===== config.mk =====
export PLATFORM = sky130hd
export DESIGN_NAME = sdio_xfer_seq
export DESIGN_NICKNAME = d
export VERILOG_FILES = /design/src/rtl/sdio_seq_pkg.sv /design/src/rtl/sdio_arg_build.sv /design/src/rtl/sdio_poll_timer.sv /design/src/rtl/sdio_rd_capture.sv /design/src/rtl/sdio_xfer_seq.sv
export SDC_FILE = /design/constraint.sdc
export NUM_CORES = 1
export LEC_CHECK = 0
export ABC_CLOCK_PERIOD_IN_PS = 4620
export BUFFER_PORTS_ARGS = -buffer_cell sky130_fd_sc_hd__buf_2
export CORE_UTILIZATION = 50
export CTS_BUF_LIST = sky130_fd_sc_hd__clkbuf_2
export DETAILED_ROUTE_END_ITERATION = 8
export PLACE_DENSITY_LB_ADDON = 0.1
export SLEW_MARGIN = 15
export SYNTH_ARGS = -nofsm -noshare
export SYNTH_HDL_FRONTEND = slang
export SYNTH_SLANG_ARGS = --single-unit

===== constraint.sdc =====
create_clock -name clk -period 4.62 [get_ports clk]
set_input_delay 0.693 -clock clk [delete_from_list [all_inputs] [get_ports clk]]
set_output_delay 0.693 -clock clk [all_outputs]
set_load 0.01 [all_outputs]

===== src/rtl/sdio_seq_pkg.sv =====
package sdio_seq_pkg;

    // Controller register selects
    typedef enum logic [3:0] {
        SEL_CMD    = 4'd0,
        SEL_ARG    = 4'd1,
        SEL_STOP   = 4'd2,
        SEL_BLKCNT = 4'd3,
        SEL_STAT   = 4'd4,
        SEL_ERRDET = 4'd5,
        SEL_BLKLEN = 4'd6,
        SEL_DATA   = 4'd7
    } reg_sel_e;

    typedef enum logic [1:0] {
        ERR_NONE   = 2'd0,
        ERR_DETAIL = 2'd1,
        ERR_HW_TMO = 2'd2,
        ERR_SW_TMO = 2'd3
    } err_e;

    typedef enum logic [4:0] {
        S_IDLE, S_SET_ARG, S_GET_STAT, S_CLR_STAT, S_GET_STOP, S_CLR_STOP,
        S_SET_LEN, S_SET_CNT, S_ISSUE, S_POLL_DET, S_POLL_RSP, S_CHK_RSP,
        S_POLL_FLG, S_CHK_FLG, S_RD_LO, S_CAP_LO, S_CAP_HI, S_WR_DATA,
        S_POLL_END, S_CHK_END, S_DONE
    } seq_state_e;

    localparam int FUNC_W = 3;
    localparam int ADDR_W = 17;
    localparam int LEN_W  = 9;
    localparam int PORT_W = 16;

    localparam int BIT_RSP_END  = 0;
    localparam int BIT_DATA_END = 2;
    localparam int BIT_CMD_TMO  = 22;
    localparam int BIT_RX_RDY   = 24;
    localparam int BIT_TX_REQ   = 25;

    localparam logic [31:0] STAT_CLR_MASK  = 32'h837F_0005;
    localparam logic [31:0] DET_ABORT_MASK = 32'h0000_0105;
    localparam logic [15:0] CMDW_READ      = 16'h5C35;
    localparam logic [15:0] CMDW_WRITE     = 16'h4C35;

endpackage


===== src/rtl/sdio_arg_build.sv =====
module sdio_arg_build
    import sdio_seq_pkg::*;
(
    input  logic              wr,
    input  logic [FUNC_W-1:0] fn,
    input  logic [ADDR_W-1:0] addr,
    input  logic              wide,
    output logic [31:0]       arg,
    output logic [15:0]       cmd_word,
    output logic [LEN_W-1:0]  xfer_len
);

    always_comb begin
        // writes always move a single byte
        xfer_len = (wide && !wr) ? LEN_W'(4) : LEN_W'(1);
        arg      = {wr, fn, 1'b0, 1'b1, addr, xfer_len};
        cmd_word = arg[31] ? CMDW_WRITE : CMDW_READ;
    end

endmodule


===== src/rtl/sdio_poll_timer.sv =====
module sdio_poll_timer #(
    parameter int INIT = 65536,
    parameter int W    = $clog2(INIT + 1)
) (
    input  logic         clk,
    input  logic         rst_n,
    input  logic         load,
    input  logic         dec,
    output logic         expire,
    output logic [W-1:0] count
);

    always_ff @(posedge clk) begin
        if (!rst_n) begin
            count <= '0;
        end else if (load) begin
            count <= W'(INIT);
        end else if (dec && count != '0) begin
            count <= count - W'(1);
        end
    end

    // the failing check that would bring the count to zero
    assign expire = dec && (count <= W'(1));

    p_tmr_load_r11: assert property (@(posedge clk) disable iff (!rst_n)
        load |=> (count == W'(INIT)));

    p_tmr_step_r11: assert property (@(posedge clk) disable iff (!rst_n)
        (dec && !load && count > W'(1)) |=> (count == $past(count) - W'(1)));

endmodule


===== src/rtl/sdio_rd_capture.sv =====
module sdio_rd_capture
    import sdio_seq_pkg::*;
(
    input  logic              clk,
    input  logic              rst_n,
    input  logic              clr,
    input  logic              cap_lo,
    input  logic              cap_hi,
    input  logic [PORT_W-1:0] port,
    output logic [31:0]       word
);

    logic [PORT_W-1:0] lo_q, hi_q;

    always_ff @(posedge clk) begin
        if (!rst_n || clr) begin
            lo_q <= '0;
            hi_q <= '0;
        end else begin
            if (cap_lo) lo_q <= port;
            if (cap_hi) hi_q <= port;
        end
    end

    assign word = {hi_q, lo_q};

    p_hi_follows_lo_r9: assert property (@(posedge clk) disable iff (!rst_n)
        cap_hi |-> $past(cap_lo));

    p_no_dual_cap_r9: assert property (@(posedge clk) disable iff (!rst_n)
        !(cap_lo && cap_hi));

endmodule


===== src/rtl/sdio_xfer_seq.sv =====
module sdio_xfer_seq
    import sdio_seq_pkg::*;
#(
    parameter int TIMEOUT_INIT = 65536
) (
    input  logic        clk,
    input  logic        rst_n,
    input  logic        req_valid,
    input  logic        req_write,
    input  logic [2:0]  req_func,
    input  logic [16:0] req_addr,
    input  logic        req_wide,
    input  logic [7:0]  req_wdata,
    output logic        busy,
    output logic        done,
    output logic [31:0] result,
    output logic [1:0]  err,
    output logic        bus_en,
    output logic        bus_we,
    output logic [3:0]  bus_sel,
    output logic [31:0] bus_wdata,
    input  logic [31:0] bus_rdata
);

    localparam int TMR_W = $clog2(TIMEOUT_INIT + 1);

    seq_state_e st, nxt;

    logic              wr_q, wide_q;
    logic [FUNC_W-1:0] fn_q;
    logic [ADDR_W-1:0] addr_q;
    logic [7:0]        wd_q;
    err_e              err_q, err_nxt;
    logic              err_set;

    logic [31:0]       arg;
    logic [15:0]       cmd_word;
    logic [LEN_W-1:0]  xfer_len;
    logic              tmr_load, tmr_dec, tmr_expire;
    logic [TMR_W-1:0]  tmr_count;
    logic              cap_lo, cap_hi;
    logic [31:0]       rd_word;
    logic              accept;
    logic              flag_hit;

    assign accept   = (st == S_IDLE) && req_valid;
    assign flag_hit = wr_q ? bus_rdata[BIT_TX_REQ] : bus_rdata[BIT_RX_RDY];

    sdio_arg_build u_arg (
        .wr       (wr_q),
        .fn       (fn_q),
        .addr     (addr_q),
        .wide     (wide_q),
        .arg      (arg),
        .cmd_word (cmd_word),
        .xfer_len (xfer_len)
    );

    sdio_poll_timer #(.INIT(TIMEOUT_INIT), .W(TMR_W)) u_tmr (
        .clk    (clk),
        .rst_n  (rst_n),
        .load   (tmr_load),
        .dec    (tmr_dec),
        .expire (tmr_expire),
        .count  (tmr_count)
    );

    sdio_rd_capture u_cap (
        .clk    (clk),
        .rst_n  (rst_n),
        .clr    (accept),
        .cap_lo (cap_lo),
        .cap_hi (cap_hi),
        .port   (bus_rdata[PORT_W-1:0]),
        .word   (rd_word)
    );

    // state and request registers
    always_ff @(posedge clk) begin
        if (!rst_n) begin
            st     <= S_IDLE;
            wr_q   <= 1'b0;
            wide_q <= 1'b0;
            fn_q   <= '0;
            addr_q <= '0;
            wd_q   <= '0;
            err_q  <= ERR_NONE;
        end else begin
            st <= nxt;
            if (accept) begin
                wr_q   <= req_write;
                wide_q <= req_wide & ~req_write;
                fn_q   <= req_func;
                addr_q <= req_addr;
                wd_q   <= req_wdata;
                err_q  <= ERR_NONE;
            end else if (err_set) begin
                err_q  <= err_nxt;
            end
        end
    end

    // next state and bus outputs
    always_comb begin
        nxt       = st;
        bus_en    = 1'b0;
        bus_we    = 1'b0;
        bus_sel   = SEL_CMD;
        bus_wdata = '0;
        tmr_load  = 1'b0;
        tmr_dec   = 1'b0;
        cap_lo    = 1'b0;
        cap_hi    = 1'b0;
        err_set   = 1'b0;
        err_nxt   = ERR_NONE;
        unique case (st)
            S_IDLE: begin
                if (req_valid) nxt = S_SET_ARG;
            end
            S_SET_ARG: begin
                bus_en = 1'b1; bus_we = 1'b1; bus_sel = SEL_ARG;
                bus_wdata = arg;
                nxt = S_GET_STAT;
            end
            S_GET_STAT: begin
                bus_en = 1'b1; bus_sel = SEL_STAT;
                nxt = S_CLR_STAT;
            end
            S_CLR_STAT: begin
                bus_en = 1'b1; bus_we = 1'b1; bus_sel = SEL_STAT;
                bus_wdata = bus_rdata & ~STAT_CLR_MASK;
                nxt = S_GET_STOP;
            end
            S_GET_STOP: begin
                bus_en = 1'b1; bus_sel = SEL_STOP;
                nxt = S_CLR_STOP;
            end
            S_CLR_STOP: begin
                bus_en = 1'b1; bus_we = 1'b1; bus_sel = SEL_STOP;
                bus_wdata = bus_rdata & ~32'h1;
                nxt = S_SET_LEN;
            end
            S_SET_LEN: begin
                bus_en = 1'b1; bus_we = 1'b1; bus_sel = SEL_BLKLEN;
                bus_wdata = {{(32-LEN_W){1'b0}}, xfer_len};
                nxt = S_SET_CNT;
            end
            S_SET_CNT: begin
                bus_en = 1'b1; bus_we = 1'b1; bus_sel = SEL_BLKCNT;
                bus_wdata = 32'd1;
                nxt = S_ISSUE;
            end
            S_ISSUE: begin
                bus_en = 1'b1; bus_we = 1'b1; bus_sel = SEL_CMD;
                bus_wdata = {16'h0, cmd_word};
                tmr_load = 1'b1;
                nxt = S_POLL_DET;
            end
            S_POLL_DET: begin
                bus_en = 1'b1; bus_sel = SEL_ERRDET;
                nxt = S_POLL_RSP;
            end
            S_POLL_RSP: begin
                if ((bus_rdata & DET_ABORT_MASK) != '0) begin
                    err_set = 1'b1; err_nxt = ERR_DETAIL;
                    nxt = S_DONE;
                end else begin
                    bus_en = 1'b1; bus_sel = SEL_STAT;
                    nxt = S_CHK_RSP;
                end
            end
            S_CHK_RSP: begin
                if (bus_rdata[BIT_RSP_END]) begin
                    if (bus_rdata[BIT_CMD_TMO]) begin
                        err_set = 1'b1; err_nxt = ERR_HW_TMO;
                        nxt = S_DONE;
                    end else begin
                        nxt = S_POLL_FLG;
                    end
                end else begin
                    tmr_dec = 1'b1;
                    if (tmr_expire) begin
                        err_set = 1'b1; err_nxt = ERR_SW_TMO;
                        nxt = S_DONE;
                    end else begin
                        nxt = S_POLL_DET;
                    end
                end
            end
            S_POLL_FLG: begin
                bus_en = 1'b1; bus_sel = SEL_STAT;
                nxt = S_CHK_FLG;
            end
            S_CHK_FLG: begin
                if (flag_hit) begin
                    nxt = wr_q ? S_WR_DATA : S_RD_LO;
                end else begin
                    tmr_dec = 1'b1;
                    if (tmr_expire) begin
                        err_set = 1'b1; err_nxt = ERR_SW_TMO;
                        nxt = S_DONE;
                    end else begin
                        nxt = S_POLL_FLG;
                    end
                end
            end
            S_RD_LO: begin
                bus_en = 1'b1; bus_sel = SEL_DATA;
                nxt = S_CAP_LO;
            end
            S_CAP_LO: begin
                cap_lo = 1'b1;
                if (wide_q) begin
                    bus_en = 1'b1; bus_sel = SEL_DATA;
                    nxt = S_CAP_HI;
                end else begin
                    nxt = S_POLL_END;
                end
            end
            S_CAP_HI: begin
                cap_hi = 1'b1;
                nxt = S_POLL_END;
            end
            S_WR_DATA: begin
                bus_en = 1'b1; bus_we = 1'b1; bus_sel = SEL_DATA;
                bus_wdata = {24'h0, wd_q};
                nxt = S_POLL_END;
            end
            S_POLL_END: begin
                bus_en = 1'b1; bus_sel = SEL_STAT;
                nxt = S_CHK_END;
            end
            S_CHK_END: begin
                if (bus_rdata[BIT_DATA_END]) begin
                    nxt = S_DONE;
                end else begin
                    tmr_dec = 1'b1;
                    if (tmr_expire) begin
                        err_set = 1'b1; err_nxt = ERR_SW_TMO;
                        nxt = S_DONE;
                    end else begin
                        nxt = S_POLL_END;
                    end
                end
            end
            S_DONE: begin
                nxt = S_IDLE;
            end
        endcase
    end

    // completion outputs
    always_comb begin
        busy = (st != S_IDLE);
        done = (st == S_DONE);
        err  = err_q;
        if (err_q != ERR_NONE)  result = '1;
        else if (wr_q)          result = '0;
        else if (wide_q)        result = rd_word;
        else                    result = {24'h0, rd_word[7:0]};
    end

    p_cmd_word_r3: assert property (@(posedge clk) disable iff (!rst_n)
        (bus_en && bus_we && bus_sel == SEL_CMD) |->
        (bus_wdata[15:0] == (wr_q ? 16'h4C35 : 16'h5C35)));

    p_blk_count_r5: assert property (@(posedge clk) disable iff (!rst_n)
        (bus_en && bus_we && bus_sel == SEL_BLKCNT) |-> (bus_wdata == 32'd1));

    p_abort_ones_r6: assert property (@(posedge clk) disable iff (!rst_n)
        (done && err != 2'd0) |-> (result == 32'hFFFF_FFFF));

    p_end_seen_r10: assert property (@(posedge clk) disable iff (!rst_n)
        (done && err == 2'd0) |-> $past(bus_rdata[2]));

    p_req_held_r12: assert property (@(posedge clk) disable iff (!rst_n)
        (busy && !done) |=> ($stable(addr_q) && $stable(fn_q) && $stable(wr_q)));

    p_done_pulse_r13: assert property (@(posedge clk) disable iff (!rst_n)
        done |=> !done);

endmodule


# Yosys cells after proc, flatten, opt, wreduce, memory -nomap -nowiden
# Index checks and enable logic that the tools add are counted.
# W data, S select, Z words.
dict set report totals {
  register_bits 86
  out_inout_bits 74
  wordCells 107
}
dict set report op_classes {
  add_sub_neg 1
  order_cmp 1
  eq_ne 21
  muxes 49
  bitwise_logic 3
  n_reduce_logical 21
}
# operator n
set ops {}
lappend ops {{$pmux W32 S7} 1}
lappend ops {{$pmux W5 S20} 1}
lappend ops {{$mux W32} 3}
lappend ops {{$eq A5 B4 Y1 const B} 8}
lappend ops {{$mux W5} 8}
lappend ops {{$mux W17} 2}
lappend ops {{$reduce_bool A32 Y1} 1}
lappend ops {{$pmux W3 S9} 1}
lappend ops {{$eq A5 B5 Y1 const B} 5}
lappend ops {{$eq A5 B3 Y1 const B} 4}
lappend ops {{$le A17 B1 Y1 const B} 1}
lappend ops {{$mux W1} 17}
lappend ops {{$reduce_bool A17 Y1} 1}
lappend ops {{$sub A17 B1 Y17 const B} 1}
lappend ops {{$mux W3} 5}
lappend ops {{$mux W13} 1}
lappend ops {{$reduce_or A13 Y1} 1}
lappend ops {{$mux W2} 6}
lappend ops {{$eq A5 B2 Y1 const B} 2}
lappend ops {{$reduce_or A2 Y1} 5}
lappend ops {{$pmux W2 S4} 1}
lappend ops {{$reduce_or A7 Y1} 1}
lappend ops {{$pmux W1 S3} 2}
lappend ops {{$eq A5 B1 Y1 const B} 1}
lappend ops {{other kinds (11)} 17}

# Longest topological paths before layout
dict set report depth {
  word_depth 7
  depth_mapped 8
  ltp_nobuf 6
}

# Hierarchy
# Synthesis repeated with hierarchy kept, for this count alone.
dict set report unflattened {
  hier_cells 696
  area_unflattened_um2 5386.4
}
# mod instances cells_each area_per_inst_um2 seq_area_each_um2
set modules_own_cells {}
lappend modules_own_cells {sdio_xfer_seq 1 417 2845.2 740.7}
lappend modules_own_cells {sdio_rd_capture 1 104 1166.1 640.6}
lappend modules_own_cells {sdio_poll_timer 1 116 945.9 340.3}
lappend modules_own_cells {sdio_arg_build 1 59 429.2 0.0}

# Worst setup path before layout
# Ideal clock, no wire load.
dict set report synth_timing {
  path_kind {register -> output}
  start {register st[0]}
  end {output port bus_wdata[12]}
  arrival_ns 1.891
  t_required_ns 3.927
  setup_slack_ns 2.036
  path_stages_with_launch 6
  cell_sequence {dfxtp_1 clkbuf_1 or4b_2 or2_2 clkbuf_1 o21ai_0}
}
dict set report synth_via {
  elab_chain_len 2
}
# item line_no
set synth_rtl {}
lappend synth_rtl {{start, declared} sdio_xfer_seq.sv:27} ;# seq_state_e st, nxt;
lappend synth_rtl {{start signal, assigned} sdio_xfer_seq.sv:89} ;# st <= nxt;
lappend synth_rtl {{$eq A5 B5 Y1, or another cell as far along} sdio_xfer_seq.sv:116} ;# unique case (st)
lappend synth_rtl {{$pmux W32 S7 *} sdio_xfer_seq.sv:116}
lappend synth_rtl {{end, declared} sdio_xfer_seq.sv:21} ;# output logic [31:0] bus_wdata,
# Every way passes the cells marked *; elsewhere a longest branch is shown, timed or not.

# Worst setup path after layout
dict set report layout_timing {
  start {register st[3]}
  end {output port bus_wdata[12]}
}
# Same word-level chain as after synthesis.

==> impl_metrics.toml <==
[drt]
ant_nets = 0
num_vias = 4941
drt_first_pass_iters = 4
drtIter0Drc = 219
avgViaCountPerCell = 5.62
wl_met1_um = 6010
met3_length_um = 981
routed.top_layer = "met5"
met2WireLength_um = 6440
wirelength_um = 13700
drc = 0
drt-wirelength-per-cell_um = 15.6

[clock_tree]
cts-resized-gates = 0
clockRootBuffer = "clkbuf_2"
cts_buffers = 9
cts_buffer_depth = 2
htreeDepth = 3
clkSinkCount = 86
worst_skew_pair.late_latency_ns = 0.57
cts_tree = "yes"
cts_hold_buf = 0
post-cts-setup-buffers = 0
clkTransAtPathRegs_ns = 0.26

[sta]
hold_violations = 0
setup_viol_count_final = 0
rsz0062_at_grt = "no"
tightest_slew_ns = 1.06
fin_worst_skew_ns = 0.0361
max_freq_mhz = 273
worst_slack_ns = 0.961
relSlewSlack_pct = 29.4
drv_slew = 0
min_period_over_period_pct = 79.2
final.setup.tns_ns = 0
post-route-min-period_ns = 3.66

[synth]
yosysTopAreaCell = "dfxtp_1"
synth_edf_count = 0
syn_area_per_cell_um2 = 7.18
ys.flop_type = "dfxtp_1"
syn-cell-area_um2 = 4740
yosys_warnings = 0
ys_top_cells_by_area = "dfxtp_1, nand2_1, a21oi_1, a21boi_0, a22o_1"
ys_seq_elements = 86
yosys.area.top_type_share_pct = 36.3
yosysSeqAreaShare_pct = 36.3
post-synth-top-count-cell = "nand2_1"
synth.distinct_cells = 59
synthCells = 660
synthTopCellsByCount = "nand2_1, dfxtp_1, a21oi_1"
synth.net_count = 728
async_reset_ff_share_pct = 0

[power_and_ir_drop]
ir_drop_mv = 0.196
power.internal_mw = 1.00
power_leakage_nw = 2.45
total_power_mw = 1.56
p_switching_mw = 0.558
power_switching_share_pct = 35.7
p_seq_share_pct = 52.5
combPwrFrac_pct = 24.9
powerDensity_nw_per_um2 = 282
clkPwrFrac_pct = 22.6

[placed_design]
place_inst = 863
dp_worst_setup_slack_ns = 1.61
port_buffers = 137
hpwl_um = 9540
gp_congestion = 0.873

[global_route]
groute.usage.overall_pct = 27.6
grt_pass1_wl_um = 21600
grt_pass1_vias = 4327
antenna_found_initial = 1
grt_overflow_total = 0
grt_max_degree = 38

[setup_path]
path_class = "register to primary output"
start_kind = "register"
crit_path_end_kind = "primary output"
worst_ep_required_time_ns = 3.93
path_max_fanout = 28
cp.arrival_ns = 2.97

[die]
boundaryPins = 139
die_area_um2 = 9880
start_util_pct = 51.6
design.core.area_um2 = 9200
rows = 35
die_x_um = 99.4
die_height_um = 99.4

[finish]
syn2layout_area_growth_pct = 16.6
fillers = 929
antennaDiodeCount = 0
final_layout_size_suffix_gt1_share_pct = 23.3
fin_nets = 831
final_cells = 879

[status]
status = "finished clean"

[job]
maxCapViolCount = 0

[min_path]
hp-class = "primary input to register"
routing by layer:
| layer | GRT usage, % | vias up |
|---|---|---|
| li1 | - | 2489 |
| met1 | 36.7 | 2260 |
| met2 | 44.8 | 166 |
| met3 | 5.62 | 24 |
| met4 | 8.94 | 2 |
| met5 | 0 | - |
kinds of logic after synthesis:
logic type	synth area share, %
AO/OA/AOI/OAI	27.1
AND/OR/NAND/NOR	28.2
multiplexers	0.871
adder cells (fa/ha/maj)	0.792
XOR/XNOR	0.370
buffers and inverters	6.25
flip-flops	36.3
other	0.0791
power by group through the flow:
stage          Combinational (mW)  Clock, mW  Sequential, mW
2_1_floorplan               0.269          0           0.810
3_3_place_gp                0.381          0           0.832
3_5_place_dp                0.386          0           0.833
4_1_cts                     0.387      0.357           0.819
5_1_grt                     0.429      0.388           0.827
6_report                    0.388      0.353           0.820
cell usage in the layout, fill, tap and decap left out, types with 10 or more instances in the layout:
master / netlist / layout
dfxtp_1: 86 / 86
nand3_1: 10 / 10
clkbuf_2: 0 / 10
a21oi_1: 58 / 58
a22oi_1: 10 / 10
buf_2: 3 / 137
o21ai_0: 23 / 22
a21boi_0: 30 / 30
inv_1: 19 / 19
nor2_1: 30 / 28
nand2_1: 197 / 196
a22o_1: 21 / 21
or4_1: 10 / 10
o31ai_1: 11 / 11
per-stage QoR:
stage	area (um2)	hold WS (ns)	utilization, %
floorplan	4740	0.436	-
global placement	5420	0.442	59.0
detailed placement	5420	0.447	59.0
CTS	5520	0.315	60.0
global route	5530	0.302	60.1
finish	5530	0.337	60.1
worst paths after layout:
check,cells after the start,from,endpoint,slack [ns]
min,3,req_addr[10],addr_q[10],0.34
min reg2reg,2,u_cap.lo_q[3],u_cap.lo_q[3],0.47
max reg2reg,5,st[3],u_tmr.count[8],1.63
max,4,st[3],bus_wdata[12],0.96
worst max-delay path: stages, from the launching register on:
cell	delay [ns]
dfxtp_1	1.00
or4b_2	0.71
or2_2	0.40
o21ai_0	0.17
buf_2	0.15
sequential cells by signal (all words and copies together), names as in the netlist:
register / count
st: 5
u_tmr.count: 17
fn_q: 3
u_cap.hi_q: 16
err: 2
wr_q: 1
wd_q: 8
u_cap.lo_q: 16
addr_q: 17
wide_q: 1
area by class of cell:
class	instances	area, um2	area share, %
clock buffer	10	50.0	0.905
clock inverter	6	47.5	0.860
inverter	19	71.3	1.29
multi-input combinational	501	2750	49.7
sequential	86	1720	31.1
tap	111	139	2.51
timing repair buffer	146	753	13.6
Note: power is estimated with default switching activity, not from simulation.
